File: config.mk
export PLATFORM = sky130hd
export DESIGN_NAME = serRegSlave
export DESIGN_NICKNAME = d
export VERILOG_FILES = /design/src/rtl/serRegPkg.sv /design/src/rtl/serRegData.sv /design/src/rtl/serRegCtrl.sv /design/src/rtl/serRegSlave.sv
export SDC_FILE = /design/constraint.sdc
export NUM_CORES = 1
export LEC_CHECK = 0
export CORE_MARGIN = 1.5
export CORE_UTILIZATION = 50
export DETAILED_ROUTE_END_ITERATION = 8
export PLACE_DENSITY_LB_ADDON = 0.05
export SETUP_SLACK_MARGIN = 0.5
export SLEW_MARGIN = 20
export SYNTH_ARGS = -nofsm -noshare
export SYNTH_HDL_FRONTEND = slang
export SYNTH_SLANG_ARGS = --single-unit
File: constraint.sdc
create_clock -name clk -period 5.4 [get_ports clk]
set_input_delay 0.81 -clock clk [delete_from_list [all_inputs] [get_ports clk]]
set_output_delay 0.81 -clock clk [all_outputs]
set_load 0.05 [all_outputs]
File: src/rtl/serRegPkg.sv
package serRegPkg;
  typedef enum logic [2:0] {
    ST_IDLE,
    ST_ADDR,
    ST_CMD,
    ST_WR,
    ST_RD
  } busState_t;

  typedef struct packed {
    logic cmdLoad;
    logic cntLoad;
    logic wrData;
    logic rdStart;
    logic rdAdvance;
  } dpStrobe_t;
endpackage

File: src/rtl/serRegData.sv
module serRegData
  import serRegPkg::*;
#(
  parameter int NREG = 23
) (
  input  logic                clk,
  input  logic                rstN,
  input  dpStrobe_t           strobe,
  input  logic [7:0]          rxByte,
  output logic                blockMode,
  output logic                haveCount,
  output logic [7:0]          txByte,
  output logic [NREG*8-1:0]   regBus
);
  localparam logic [7:0] LAST_IDX = 8'hFF;
  localparam logic [7:0] NREG_B   = 8'(NREG);

  logic [7:0] idx;
  logic [7:0] remaining;
  logic       sendCnt;
  logic [7:0] regFile [NREG];
  logic       inRange;
  logic       doWrite;
  logic [7:0] idxNext;
  logic [7:0] rdData;
  logic [7:0] cntByte;

  assign inRange = idx < NREG_B;
  assign doWrite = strobe.wrData && inRange && (!blockMode || remaining != 8'd0);
  assign idxNext = (idx == LAST_IDX) ? idx : idx + 8'd1;
  assign cntByte = inRange ? NREG_B - idx : 8'd0;

  always_comb begin
    rdData = 8'hFF;
    for (int k = 0; k < NREG; k++) begin
      if (idx == 8'(k)) rdData = regFile[k];
    end
  end

  assign txByte = sendCnt ? cntByte : rdData;

  always_ff @(posedge clk) begin
    if (!rstN) begin
      idx       <= '0;
      remaining <= '0;
      sendCnt   <= 1'b0;
      blockMode <= 1'b0;
      haveCount <= 1'b0;
    end else begin
      if (strobe.cmdLoad) begin
        idx       <= {1'b0, rxByte[6:0]};
        blockMode <= ~rxByte[7];
        haveCount <= 1'b0;
        remaining <= '0;
      end
      if (strobe.cntLoad) begin
        remaining <= rxByte;
        haveCount <= 1'b1;
      end
      if (strobe.wrData) begin
        idx <= idxNext;
        if (blockMode && remaining != 8'd0) remaining <= remaining - 8'd1;
      end
      if (strobe.rdStart) sendCnt <= blockMode;
      if (strobe.rdAdvance) begin
        if (sendCnt) sendCnt <= 1'b0;
        else         idx     <= idxNext;
      end
    end
  end

  for (genvar k = 0; k < NREG; k++) begin : gRegs
    always_ff @(posedge clk) begin
      if (!rstN)                          regFile[k] <= 8'h00;
      else if (doWrite && idx == 8'(k))   regFile[k] <= rxByte;
    end
    assign regBus[8*k +: 8] = regFile[k];
  end

  AST_OOR_WRITE_DROPPED: assert property (@(posedge clk) disable iff (!rstN)
    strobe.wrData && !inRange |=> regBus == $past(regBus));
  AST_PAST_COUNT_DROPPED: assert property (@(posedge clk) disable iff (!rstN)
    strobe.wrData && blockMode && remaining == 8'd0 |=> $stable(regBus));
  AST_COUNT_ONCE: assert property (@(posedge clk) disable iff (!rstN)
    strobe.cntLoad |-> !haveCount && blockMode);
  AST_READ_ASCENDS: assert property (@(posedge clk) disable iff (!rstN)
    strobe.rdAdvance && !sendCnt && idx != LAST_IDX |=> idx == $past(idx) + 8'd1);
endmodule

File: src/rtl/serRegCtrl.sv
module serRegCtrl
  import serRegPkg::*;
#(
  parameter logic [6:0] SLAVE_ADDR = 7'h69
) (
  input  logic       clk,
  input  logic       rstN,
  input  logic       sclIn,
  input  logic       sdaIn,
  input  logic       blockMode,
  input  logic       haveCount,
  input  logic [7:0] txByte,
  output logic [7:0] rxByte,
  output dpStrobe_t  strobe,
  output logic       sdaOe
);
  logic [1:0] sclSync, sdaSync;
  logic       sclD, sdaD;
  logic       sclNow, sdaNow;
  logic       sclRise, sclFall, startDet, stopDet;
  busState_t  state;
  logic [3:0] bitCnt;
  logic       inAck;
  logic       masterNack;
  logic [7:0] shiftReg;
  logic       byteDone, ackEnd, addrMatch;

  assign sclNow    = sclSync[1];
  assign sdaNow    = sdaSync[1];
  assign sclRise   = sclNow & ~sclD;
  assign sclFall   = ~sclNow & sclD;
  assign startDet  = sclNow & sclD & sdaD & ~sdaNow;
  assign stopDet   = sclNow & sclD & ~sdaD & sdaNow;
  assign byteDone  = (state != ST_IDLE) && sclFall && bitCnt == 4'd8 && !inAck;
  assign ackEnd    = (state != ST_IDLE) && sclFall && inAck;
  assign addrMatch = shiftReg[7:1] == SLAVE_ADDR;
  assign rxByte    = shiftReg;

  always_comb begin
    strobe = '0;
    if (byteDone) begin
      case (state)
        ST_ADDR: strobe.rdStart   = addrMatch && shiftReg[0];
        ST_CMD:  strobe.cmdLoad   = 1'b1;
        ST_WR: begin
          if (blockMode && !haveCount) strobe.cntLoad = 1'b1;
          else                         strobe.wrData  = 1'b1;
        end
        ST_RD:   strobe.rdAdvance = 1'b1;
        default: ;
      endcase
    end
  end

  always_ff @(posedge clk) begin
    if (!rstN) begin
      sclSync    <= 2'b11;
      sdaSync    <= 2'b11;
      sclD       <= 1'b1;
      sdaD       <= 1'b1;
      state      <= ST_IDLE;
      bitCnt     <= '0;
      inAck      <= 1'b0;
      masterNack <= 1'b0;
      shiftReg   <= '0;
      sdaOe      <= 1'b0;
    end else begin
      sclSync <= {sclSync[0], sclIn};
      sdaSync <= {sdaSync[0], sdaIn};
      sclD    <= sclNow;
      sdaD    <= sdaNow;
      if (startDet) begin
        state  <= ST_ADDR;
        bitCnt <= '0;
        inAck  <= 1'b0;
        sdaOe  <= 1'b0;
      end else if (stopDet) begin
        state  <= ST_IDLE;
        bitCnt <= '0;
        inAck  <= 1'b0;
        sdaOe  <= 1'b0;
      end else if (state != ST_IDLE) begin
        if (sclRise) begin
          if (bitCnt < 4'd8) begin
            shiftReg <= {shiftReg[6:0], sdaNow};
            bitCnt   <= bitCnt + 4'd1;
          end else begin
            masterNack <= sdaNow;
          end
        end
        if (byteDone) begin
          inAck <= 1'b1;
          case (state)
            ST_ADDR: begin
              if (addrMatch) begin
                sdaOe <= 1'b1;
                state <= shiftReg[0] ? ST_RD : ST_CMD;
              end else begin
                state <= ST_IDLE;
              end
            end
            ST_CMD: begin
              sdaOe <= 1'b1;
              state <= ST_WR;
            end
            ST_WR:   sdaOe <= 1'b1;
            default: sdaOe <= 1'b0;
          endcase
        end else if (ackEnd) begin
          inAck  <= 1'b0;
          bitCnt <= '0;
          if (state == ST_RD) begin
            if (masterNack) begin
              state <= ST_IDLE;
              sdaOe <= 1'b0;
            end else begin
              sdaOe <= ~txByte[7];
            end
          end else begin
            sdaOe <= 1'b0;
          end
        end else if (sclFall && state == ST_RD && bitCnt != 4'd0 && bitCnt < 4'd8) begin
          sdaOe <= ~txByte[3'd7 - bitCnt[2:0]];
        end
      end
    end
  end

  AST_DRIVE_WHILE_SCL_LOW: assert property (@(posedge clk) disable iff (!rstN)
    $rose(sdaOe) |-> !sclNow);
  AST_BAD_ADDR_NO_ACK: assert property (@(posedge clk) disable iff (!rstN)
    byteDone && state == ST_ADDR && !addrMatch |=> !sdaOe);
  AST_IDLE_RELEASED: assert property (@(posedge clk) disable iff (!rstN)
    state == ST_IDLE |-> !sdaOe);
  AST_ONE_STROBE: assert property (@(posedge clk) disable iff (!rstN)
    $onehot0(strobe));
endmodule

File: src/rtl/serRegSlave.sv
module serRegSlave #(
  parameter int         NREG       = 23,
  parameter logic [6:0] SLAVE_ADDR = 7'h69
) (
  input  logic              clk,
  input  logic              rstN,
  input  logic              sclIn,
  input  logic              sdaIn,
  output logic              sdaOe,
  output logic [NREG*8-1:0] regBus
);
  import serRegPkg::*;

  dpStrobe_t  strobe;
  logic [7:0] rxByte;
  logic [7:0] txByte;
  logic       blockMode;
  logic       haveCount;

  serRegCtrl #(.SLAVE_ADDR(SLAVE_ADDR)) u_ctrl (
    .clk       (clk),
    .rstN      (rstN),
    .sclIn     (sclIn),
    .sdaIn     (sdaIn),
    .blockMode (blockMode),
    .haveCount (haveCount),
    .txByte    (txByte),
    .rxByte    (rxByte),
    .strobe    (strobe),
    .sdaOe     (sdaOe)
  );

  serRegData #(.NREG(NREG)) u_data (
    .clk       (clk),
    .rstN      (rstN),
    .strobe    (strobe),
    .rxByte    (rxByte),
    .blockMode (blockMode),
    .haveCount (haveCount),
    .txByte    (txByte),
    .regBus    (regBus)
  );
endmodule

# Word level (Yosys, flattened, before mapping)

Memories as Yosys holds them, arrays and structs flattened.
Cells that the tools add are included.
Widths: inputs -> output; s select.

Eq/ne operators: 32
Reduce and logical (&&, ||, !) cells: 60
Muxes and demuxes: 164
Magnitude comparators: 3
$add $sub $neg: 5
Bitwise gates (word level): 41

Operators by type and width:

| cell                | count |
|---|---|
| $mux 8              | 57 |
| $mux 1              | 92 |
| $eq 8x4->1 const B  | 8 |
| $eq 8x5->1 const B  | 7 |
| $logic_and 1x1->1   | 35 |
| $eq 8x3->1 const B  | 4 |
| $or 1x1->1          | 23 |
| $reduce_and 5->1    | 4 |
| $mux 3              | 6 |
| $eq 8x2->1 const B  | 2 |
| $mux 4              | 4 |
| $reduce_bool 4->1   | 4 |
| $not 1->1           | 11 |
| $reduce_bool 3->1   | 3 |
| $add 8x1->8 const B | 1 |
| $eq 8x1->1 const B  | 1 |
| $eq 8x8->1 const B  | 1 |
| $logic_not 8->1     | 1 |
| $lt 8x5->1 const B  | 1 |
| $reduce_bool 2->1   | 4 |
| $reduce_bool 8->1   | 1 |
| $sub 5x8->8 const A | 1 |
| $sub 8x1->8 const B | 1 |
| $and 1x1->1         | 7 |
| other kinds (22)    | 26 |

Bits in writable memories: 184
Word-level logic and storage cells: 322
Bits in registers: 43
Output and inout port bits: 185
Memories kept: 1

Memory list:

| memory         | depth | bits a word | read ports | clocked after memory_dff | wr ports | RTL line         | source |
|---|---|---|---|---|---|---|---|
| u_data.regFile | 23    | 8           | 23         | 0                        | 23       | serRegData.sv:21 | `logic [7:0] regFile [NREG];` |

# Depth between registers and ports, before layout

Gate-level depths: netlist of the first run.

Depth after elaboration: 31
Mapped depth: 13
Depth with buffers taken out: 10

# Hierarchy

A second synthesis of the first run with hierarchy kept.

Cell total of the unflattened synthesis: 1100
Area, all modules: 11757.5 µm²

By module, submodules not included:

| module     | sequential area each (µm²) | cells an instance | instances | area each (µm²) |
|---|---|---|---|---|
| serRegData | 5905.7                     | 967               | 1         | 10512.6 |
| serRegCtrl | 480.5                      | 133               | 1         | 1244.9 |

# Worst setup path after synthesis of the first run

No wires, ideal clock.

Path type: flip-flop to flip-flop
Start: register u_ctrl.bitCnt[0]
End: memory u_data.regFile[16][0], in the netlist u_data.regFile[2][0] (enable)
Data required time: 5.016 ns
Path buffers: 1
Setup slack: 2.413 ns
Setup time: 0.384 ns
Arrival time: 2.603 ns
Stages on the path, launching flop included: 9
Clock period less this slack: 2.987 ns
Path through: dfxtp_1 -> inv_1 -> ha_1 -> or4b_4 -> or4_4 -> nor2_4 -> nand3_1 -> clkbuf_1 -> o21ai_0

RTL lines:

| element                | RTL line         | source |
|---|---|---|
| from (decl)            | serRegCtrl.sv:22 | `logic [3:0] bitCnt;` |
| from (signal assigned) | serRegCtrl.sv:86 | `bitCnt <= bitCnt + 4'd1;` |
| to (decl)              | serRegData.sv:21 |  |

# Worst setup path after layout of the first run

Start: register u_data.idx[1]
End: register u_ctrl.sdaOe

Word-level cells in the longest chain between the ends: 31
Elaborated cells on any way between the ends: 59
Classes of those cells: 1 x add/sub; 1 x order compare; 22 x eq/ne; 32 x mux; 2 x bitwise; 1 x reduce/logical

RTL lines:

| element                      | RTL line          | source |
|---|---|---|
| from (decl)                  | serRegData.sv:18  | `logic [7:0] idx;` |
| from (signal assigned)       | serRegData.sv:51  | `idx <= {1'b0, rxByte[6:0]};` |
| from (signal assigned)       | serRegData.sv:61  | `idx <= idxNext;` |
| from (signal assigned)       | serRegData.sv:67  | `else idx <= idxNext;` |
| $logic_not 8->1              | serRegData.sv:36  | `if (idx == 8'(k)) rdData = regFile[k];` |
| $mux 8 (23 in a row)         | serRegData.sv:36  |  |
| $mux 8 *                     | serRegData.sv:40  | `assign txByte = sendCnt ? cntByte : rdData;` |
| $bmux 1 s3                   | serRegCtrl.sv:123 | `sdaOe <= ~txByte[3'd7 - bitCnt[2:0]];` |
| $mux 1 (implied by the code) | serRegCtrl.sv:123 |  |
| $not 1->1                    | serRegCtrl.sv:123 |  |
| $mux 1                       | serRegCtrl.sv:122 | `end else if (sclFall && state == ST_RD && bitCnt != 4'd0 && bitCnt < 4'd8) begin` |
| $mux 1 *                     | serRegCtrl.sv:109 | `end else if (ackEnd) begin` |
| $mux 1 *                     | serRegCtrl.sv:91  | `if (byteDone) begin` |
| to (signal assigned)         | serRegCtrl.sv:117 | `sdaOe <= ~txByte[7];` |
| to (signal assigned)         | serRegCtrl.sv:123 |  |
| to (decl)                    | serRegCtrl.sv:15  | `output logic sdaOe` |

Every way passes the cells marked *; elsewhere a longest branch is shown, timed or not. The select of a mux whose other input is x is not followed.
A chain may end at the register's enable or synchronous reset.

==> results of run 1 <==
==> routing by layer <==
metal / track usage, % / part of all wire, % / up-vias
li1: - / - / 4701
met1: 48.15 / 38 / 5210
met2: 55.16 / 44 / 906
met3: 6.993 / 13 / 171
met4: 15.18 / 5.0 / 0
met5: 0 / 0 / -
==> worst min-delay path by stage <==
stage / from / endpoint / slack (ns)
floorplan: u_ctrl.sclSync[0] / u_ctrl.sclSync[1] / 0.39
global placement: u_ctrl.sdaSync[0] / u_ctrl.sdaSync[1] / 0.40
detailed placement: u_ctrl.sclSync[0] / u_ctrl.sclSync[1] / 0.40
CTS: u_ctrl.sclSync[0] / u_ctrl.sclSync[1] / 0.43
global route: u_ctrl.sclSync[0] / u_ctrl.sclSync[1] / 0.47
finish: u_ctrl.sclSync[0] / u_ctrl.sclSync[1] / 0.43
==> layout make-up <==
cell class	count	share of cell area [%]
inverter	34	0.8635
clock buffer	36	4.580
timing repair buffer	227	14.71
clock inverter	8	0.2963
tap	319	2.701
sequential	227	43.21
antenna	5	0.08466
multi-input combinational	832	33.55
==> state kept, by name, summed over array words and instances (netlist names) <==
| register | cells |
|---|---|
| u_ctrl.sclSync | 2 |
| u_data.regFile | 184 |
| u_ctrl.sclD | 1 |
| u_data.idx | 8 |
| u_data.haveCount | 1 |
| u_ctrl.inAck | 1 |
| u_ctrl.sdaD | 1 |
| u_ctrl.sdaOe | 1 |
| u_data.sendCnt | 1 |
| u_ctrl.state | 3 |
| u_data.remaining | 8 |
| u_ctrl.sdaSync | 2 |
| u_ctrl.rxByte | 8 |
| u_ctrl.bitCnt | 4 |
| u_ctrl.masterNack | 1 |
| u_data.blockMode | 1 |
==> cells in the final DEF, fill, tap and decap left out, drive strengths merged, types with 7 or more instances in the layout <==
cell type      netlist  routed
dfxtp               43      43
mux2i               13      13
or3                 11      11
o211ai              20      20
a221oi               8       8
nand3               32      32
clkbuf              66      36
ha                  12      12
nor2b               16      16
buf                 25      39
inv                 32      32
and2                71      71
o21ai               58      58
o31ai                7       7
a211oi              16      16
a21oi               54      54
clkinv               2       8
nor3b               13      13
a2111oi              8       8
clkdlybuf4s50        0     188
o22ai               11      11
nand4               10      10
o2111ai             10      10
a31oi                8       8
nor2               187     187
and3                25      25
nand2               69      69
a22oi                7       7
nor4                12      12
nand3b               9       9
nand2b              20      20
o221ai               7       7
edfxtp             184     184
nor3                35      35
==> kinds of logic (layout without fill, tap and decap cells) <==
group           after synthesis  in the layout  share of synthesized area [%]
compound gates              265            265                          15.57
xor+xnor                      3              3                         0.2215
fa+ha+maj                    12             12                          1.266
buf+inv                     125            305                          4.504
flops                       227            227                          53.83
mux                          14             14                          1.192
other cells                   0              5                              0
simple gates                538            538                          23.42
==> power groups by stage <==
| stage | registers [uW] | clock network, uW | logic [uW] |
|---|---|---|---|
| final | 2040 | 1540 | 481 |
| after global routing | 2040 | 1620 | 494 |
| after CTS | 2030 | 1550 | 481 |
| after detailed placement | 2070 | 0 | 479 |
| after global placement | 2070 | 0 | 477 |
| after floorplan | 2290 | 0 | 47.1 |
==> metrics by stage <==
stage                     util (%)  instances  total power, uW
after floorplan                  -       1184             2341
after detailed placement     60.01       1639             2547
after CTS                    63.09       1683             4061
final                        63.15       1688             4059
after global placement       60.01       1639             2549
after global routing         63.15       1688             4149
==> flow_summary.json, run 1 <==
{
  "clock_latency_ns": 0.53,
  "grt_pass1_wl_mm": 63.84,
  "drv_slew": 0,
  "fmax_mhz": 241.5,
  "hp-class": "flip-flop to flip-flop",
  "critPathLaunch": "u_data.idx[1]",
  "tns_ns": 0,
  "portBuffers": 188,
  "netlist_area_um2": 11860,
  "avgRoutedWirePerCell_um": 26.23,
  "drv_cap": 0,
  "r2r_cells": 9,
  "leakagePower_uw": 0.004933,
  "grt_max_degree": 50,
  "ys_ff_latch": 227,
  "p_int_uw": 2970,
  "yosysUniqueCellTypes": 84,
  "initialDrtViolationCount": 1599,
  "worstSetupStartpointType": "flip-flop",
  "critPathBufInv": 2,
  "totalWireLength_mm": 44.28,
  "synthTopCellsByCount": "nor2_1, edfxtp_1, and2_1",
  "core_area_um2": 23400,
  "antenna_found_initial": 2,
  "clock_path_buffers": 3,
  "yosysWarnings": 0,
  "cts_sinks": 227,
  "path_clk_slew_ns": 0.07,
  "end_kind": "flip-flop",
  "die_area_um2": 24660,
  "grt_pass1_vias": 10100,
  "cp_cell_sequence": "inv_1 > ha_2 > clkinv_1 > nor3_1 > a21oi_1 > a211oi_1 > o211ai_1 > nor4_1 > o21ai_1",
  "yosysMostFrequentCell": "nor2_1",
  "dp_hpwl_mm": 30.81,
  "start_util_pct": 50.69,
  "ys_async_sr_fraction_pct": 0,
  "hold_depth": 1,
  "cp-endpoint": "u_ctrl.sdaOe",
  "cts.repair.resized": 0,
  "avgSynthCellArea_um2": 10.02,
  "cp_slowest_cell": "nor3_1",
  "cp.arrival_ns": 4.56,
  "fin_area_um2": 14780,
  "critPathTopFamily": "simple AND/OR/NAND/NOR gates",
  "post-route-period-util_pct": 76.69,
  "timing.rr.end": "u_ctrl.sdaOe",
  "syn_inst": 1184,
  "ant_nets": 0,
  "rr_startpoint": "u_data.idx[1]",
  "gp_congestion": 0.9910,
  "worstSetupPathType": "flip-flop to flip-flop",
  "cts_tree": "built",
  "worstSetupPathDepth": 9,
  "ys.flop_type": "edfxtp_1",
  "p_seq_share_pct": 50.2,
  "vias_per_cell": 6.509,
  "multi_input_area_um2": 4959,
  "nNetsFinal": 1362,
  "cts_setup_buffers": 0,
  "post-route-min-period_ns": 4.141,
  "yosys-top-cells-area": "edfxtp_1, dfxtp_1, nor2_1",
  "htree_levels": 1,
  "seqCellArea_um2": 6386,
  "status": "finished, final reports clean",
  "dieWidth_um": 157.0,
  "numCtsBuffers": 24,
  "drc": 0,
  "rows": 56,
  "power_frac_comb_pct": 11.8,
  "crit_fanout": 49,
  "switching_share_pct": 26.82,
  "layout_setup_ws_ns": 1.259,
  "num_io_pins": 189,
  "dp_slack_ns": 1.486,
  "first_pass_iters": 6,
  "worstMarginPinSlew_ns": 1.027,
  "synth_nets": 1200,
  "irDropWorstVdd_mv": 0.2095,
  "die_h_um": 157.0,
  "cp.required_ns": 5.82,
  "yosysTopAreaCell": "edfxtp_1",
  "fillers": 1960,
  "grtUsageTotal_pct": 35.36,
  "grt.overflow.total": 0,
  "critPathMaxStageDelay_ns": 0.90,
  "drive_above_1_share_pct": 7.771,
  "area_growth_syn_to_layout_pct": 24.59,
  "ff2ff_setup_slack_ns": 1.26,
  "vias": 10990,
  "timing.hold.ws_ns": 0.4305,
  "synth.top_cell.area_share_pct": 46.58,
  "root_buffer": "clkbuf_16",
  "dpl_cell_area_um2": 14040,
  "p_per_area_nw_per_um2": 274.6,
  "clock_power_share_pct": 38.0,
  "hold_viol_final": 0,
  "switchingPower_uw": 1089,
  "rsz0062_at_grt": "no",
  "slew_headroom_pct": 31.53,
  "synth_edf_count": 184,
  "final-setup-viol-count": 0,
  "finalClockSkew_ns": 0.01739,
  "yosysSeqAreaShare_pct": 53.83,
  "cts_hold_buf": 0
}
Note: power is estimated with default switching activity, not from simulation.
==> run 2: changes to the inputs <==
--- a/config.mk
+++ b/config.mk
@@ -6,7 +6,7 @@
 export NUM_CORES = 1
 export LEC_CHECK = 0
 export CORE_MARGIN = 1.5
-export CORE_UTILIZATION = 50
+export CORE_UTILIZATION = 49
 export DETAILED_ROUTE_END_ITERATION = 8
 export PLACE_DENSITY_LB_ADDON = 0.05
 export SETUP_SLACK_MARGIN = 0.5
==> constraint.sdc (replaced) <==
create_clock -name clk -period 3.5 [get_ports clk]
set_input_delay 0.525 -clock clk [delete_from_list [all_inputs] [get_ports clk]]
set_output_delay 0.525 -clock clk [all_outputs]
set_load 0.05 [all_outputs]
==> flow_summary.json, run 2 (synthesis results as in run 1) <==
{
  "status": "finished, final reports clean",
  "first_pass_iters": 5,
  "cp_cell_sequence": "inv_1 > ha_2 > buf_12 > inv_1 > buf_4 > o22ai_1 > o211ai_1 > nor2b_1 > o2111ai_1 > a211o_1 > a32oi_1 > o21ai_1",
  "numCtsBuffers": 24,
  "rows": 56,
  "slew_headroom_pct": 28.78,
  "cts_tree": "built",
  "ant_nets": 0,
  "die_h_um": 158.6,
  "worstSetupPathType": "flip-flop to flip-flop",
  "num_io_pins": 189,
  "cts_sinks": 227,
  "nNetsFinal": 1433,
  "rsz0062_at_grt": "yes",
  "grt.overflow.total": 0,
  "hp-class": "flip-flop to flip-flop",
  "grt_pass1_wl_mm": 66.87,
  "grt_pass1_vias": 10280,
  "irDropWorstVdd_mv": 0.4641,
  "critPathBufInv": 4,
  "root_buffer": "clkbuf_16",
  "worstSetupStartpointType": "flip-flop",
  "timing.hold.ws_ns": 0.4084,
  "post-route-min-period_ns": 3.024,
  "avgRoutedWirePerCell_um": 26.69,
  "dieWidth_um": 158.6,
  "dp_slack_ns": 0.2772,
  "path_clk_slew_ns": 0.07,
  "layout_setup_ws_ns": 0.4764,
  "die_area_um2": 25150,
  "drc": 0,
  "htree_levels": 1,
  "leakagePower_uw": 0.005432,
  "end_kind": "flip-flop",
  "multi_input_area_um2": 5059,
  "cts_hold_buf": 0,
  "critPathMaxStageDelay_ns": 0.45,
  "tns_ns": 0,
  "grt_max_degree": 45,
  "vias_per_cell": 6.377,
  "crit_top_cell": "inv_1",
  "start_util_pct": 50.24,
  "area_growth_syn_to_layout_pct": 31.12,
  "fmax_mhz": 330.7,
  "initialDrtViolationCount": 1266,
  "fillers": 1945,
  "p_per_area_nw_per_um2": 415.0,
  "utilization_pct": 65.87,
  "cp.required_ns": 3.92,
  "drv_cap": 0,
  "crit_fanout": 22,
  "power.total_uw": 6455,
  "critPathTopFamily": "compound AO/OA/AOI/OAI gates",
  "clock_path_buffers": 3,
  "top_register": "u_data.regFile",
  "finalClockSkew_ns": 0.01851,
  "clock_latency_ns": 0.53,
  "final_common_cell": "clkdlybuf4s50_1",
  "final-setup-viol-count": 0,
  "drive_above_1_share_pct": 14.22,
  "vias": 11200,
  "gp_congestion": 0.9788,
  "portBuffers": 188,
  "worstMarginPinSlew_ns": 1.067,
  "post-route-period-util_pct": 86.39,
  "dp_hpwl_mm": 33.09,
  "drv_slew": 0,
  "grtUsageTotal_pct": 36.84,
  "seqCellArea_um2": 6386,
  "cp_slowest_cell": "dfxtp_1",
  "antenna_found_initial": 1,
  "core_area_um2": 23610,
  "largest_register_ffs": 184,
  "hold_viol_final": 0,
  "cp.arrival_ns": 3.44,
  "mostFrequentLayoutCells": "clkdlybuf4s50_1, edfxtp_1, nor2_1",
  "totalWireLength_mm": 46.87
}
[run 2: routing by layer]
| metal | vias up | track usage (%) | wire (um) |
|---|---|---|---|
| li1 | 4845 | - | - |
| met1 | 5403 | 50.56 | 18360 |
| met2 | 826 | 57.70 | 21060 |
| met3 | 122 | 7.431 | 5616 |
| met4 | 2 | 13.97 | 1823 |
| met5 | - | 0 | 10 |
[run 2: worst paths after layout]
check                          from                end  slack (ns)  cells past startpoint
hold reg to reg   u_ctrl.sclSync[0]  u_ctrl.sclSync[1]        0.41                      1
hold / removal    u_ctrl.sclSync[0]  u_ctrl.sclSync[1]        0.41                      1
setup reg to reg      u_data.idx[0]       u_ctrl.sdaOe        0.48                     12
setup / recovery      u_data.idx[0]       u_ctrl.sdaOe        0.48                     12
[run 2: worst register-to-register path, cell delays in order, from the launching register on]
cell and delay, ns:
dfxtp_1 0.45, inv_1 0.12, ha_2 0.25, buf_12 0.18, inv_1 0.10, buf_4 0.20, o22ai_1 0.11, o211ai_1 0.28
nor2b_1 0.27, o2111ai_1 0.31, a211o_1 0.36, a32oi_1 0.21, o21ai_1 0.09
[run 2: through the flow]
stage          std cells  area [um2]
3_3_place_gp        1703       14580
6_report            1756       15550
4_1_cts             1747       15380
3_5_place_dp        1703       14580
5_1_grt             1754       15550
2_1_floorplan       1184       11860
[run 2: layout make-up]
cell class                 count  area share [%]
antenna                        2         0.03218
timing repair buffer         298           17.92
clock buffer                  30           4.272
sequential                   227           41.06
clock inverter                14          0.8044
tap                          319           2.566
inverter                      34          0.8205
multi-input combinational    832           32.52
[run 2: where the power goes]
group	switching, uW	internal, uW
Clock	1070	1490
Combinational	527	226
Sequential	114	3030
Total	1710	4750
[run 2: timing repair]
item	CTS	global route
setup buffers	0	6
pin swaps	0	3
setup endpoints to repair	102	161
gates cloned	0	1
gates resized for setup	5	34
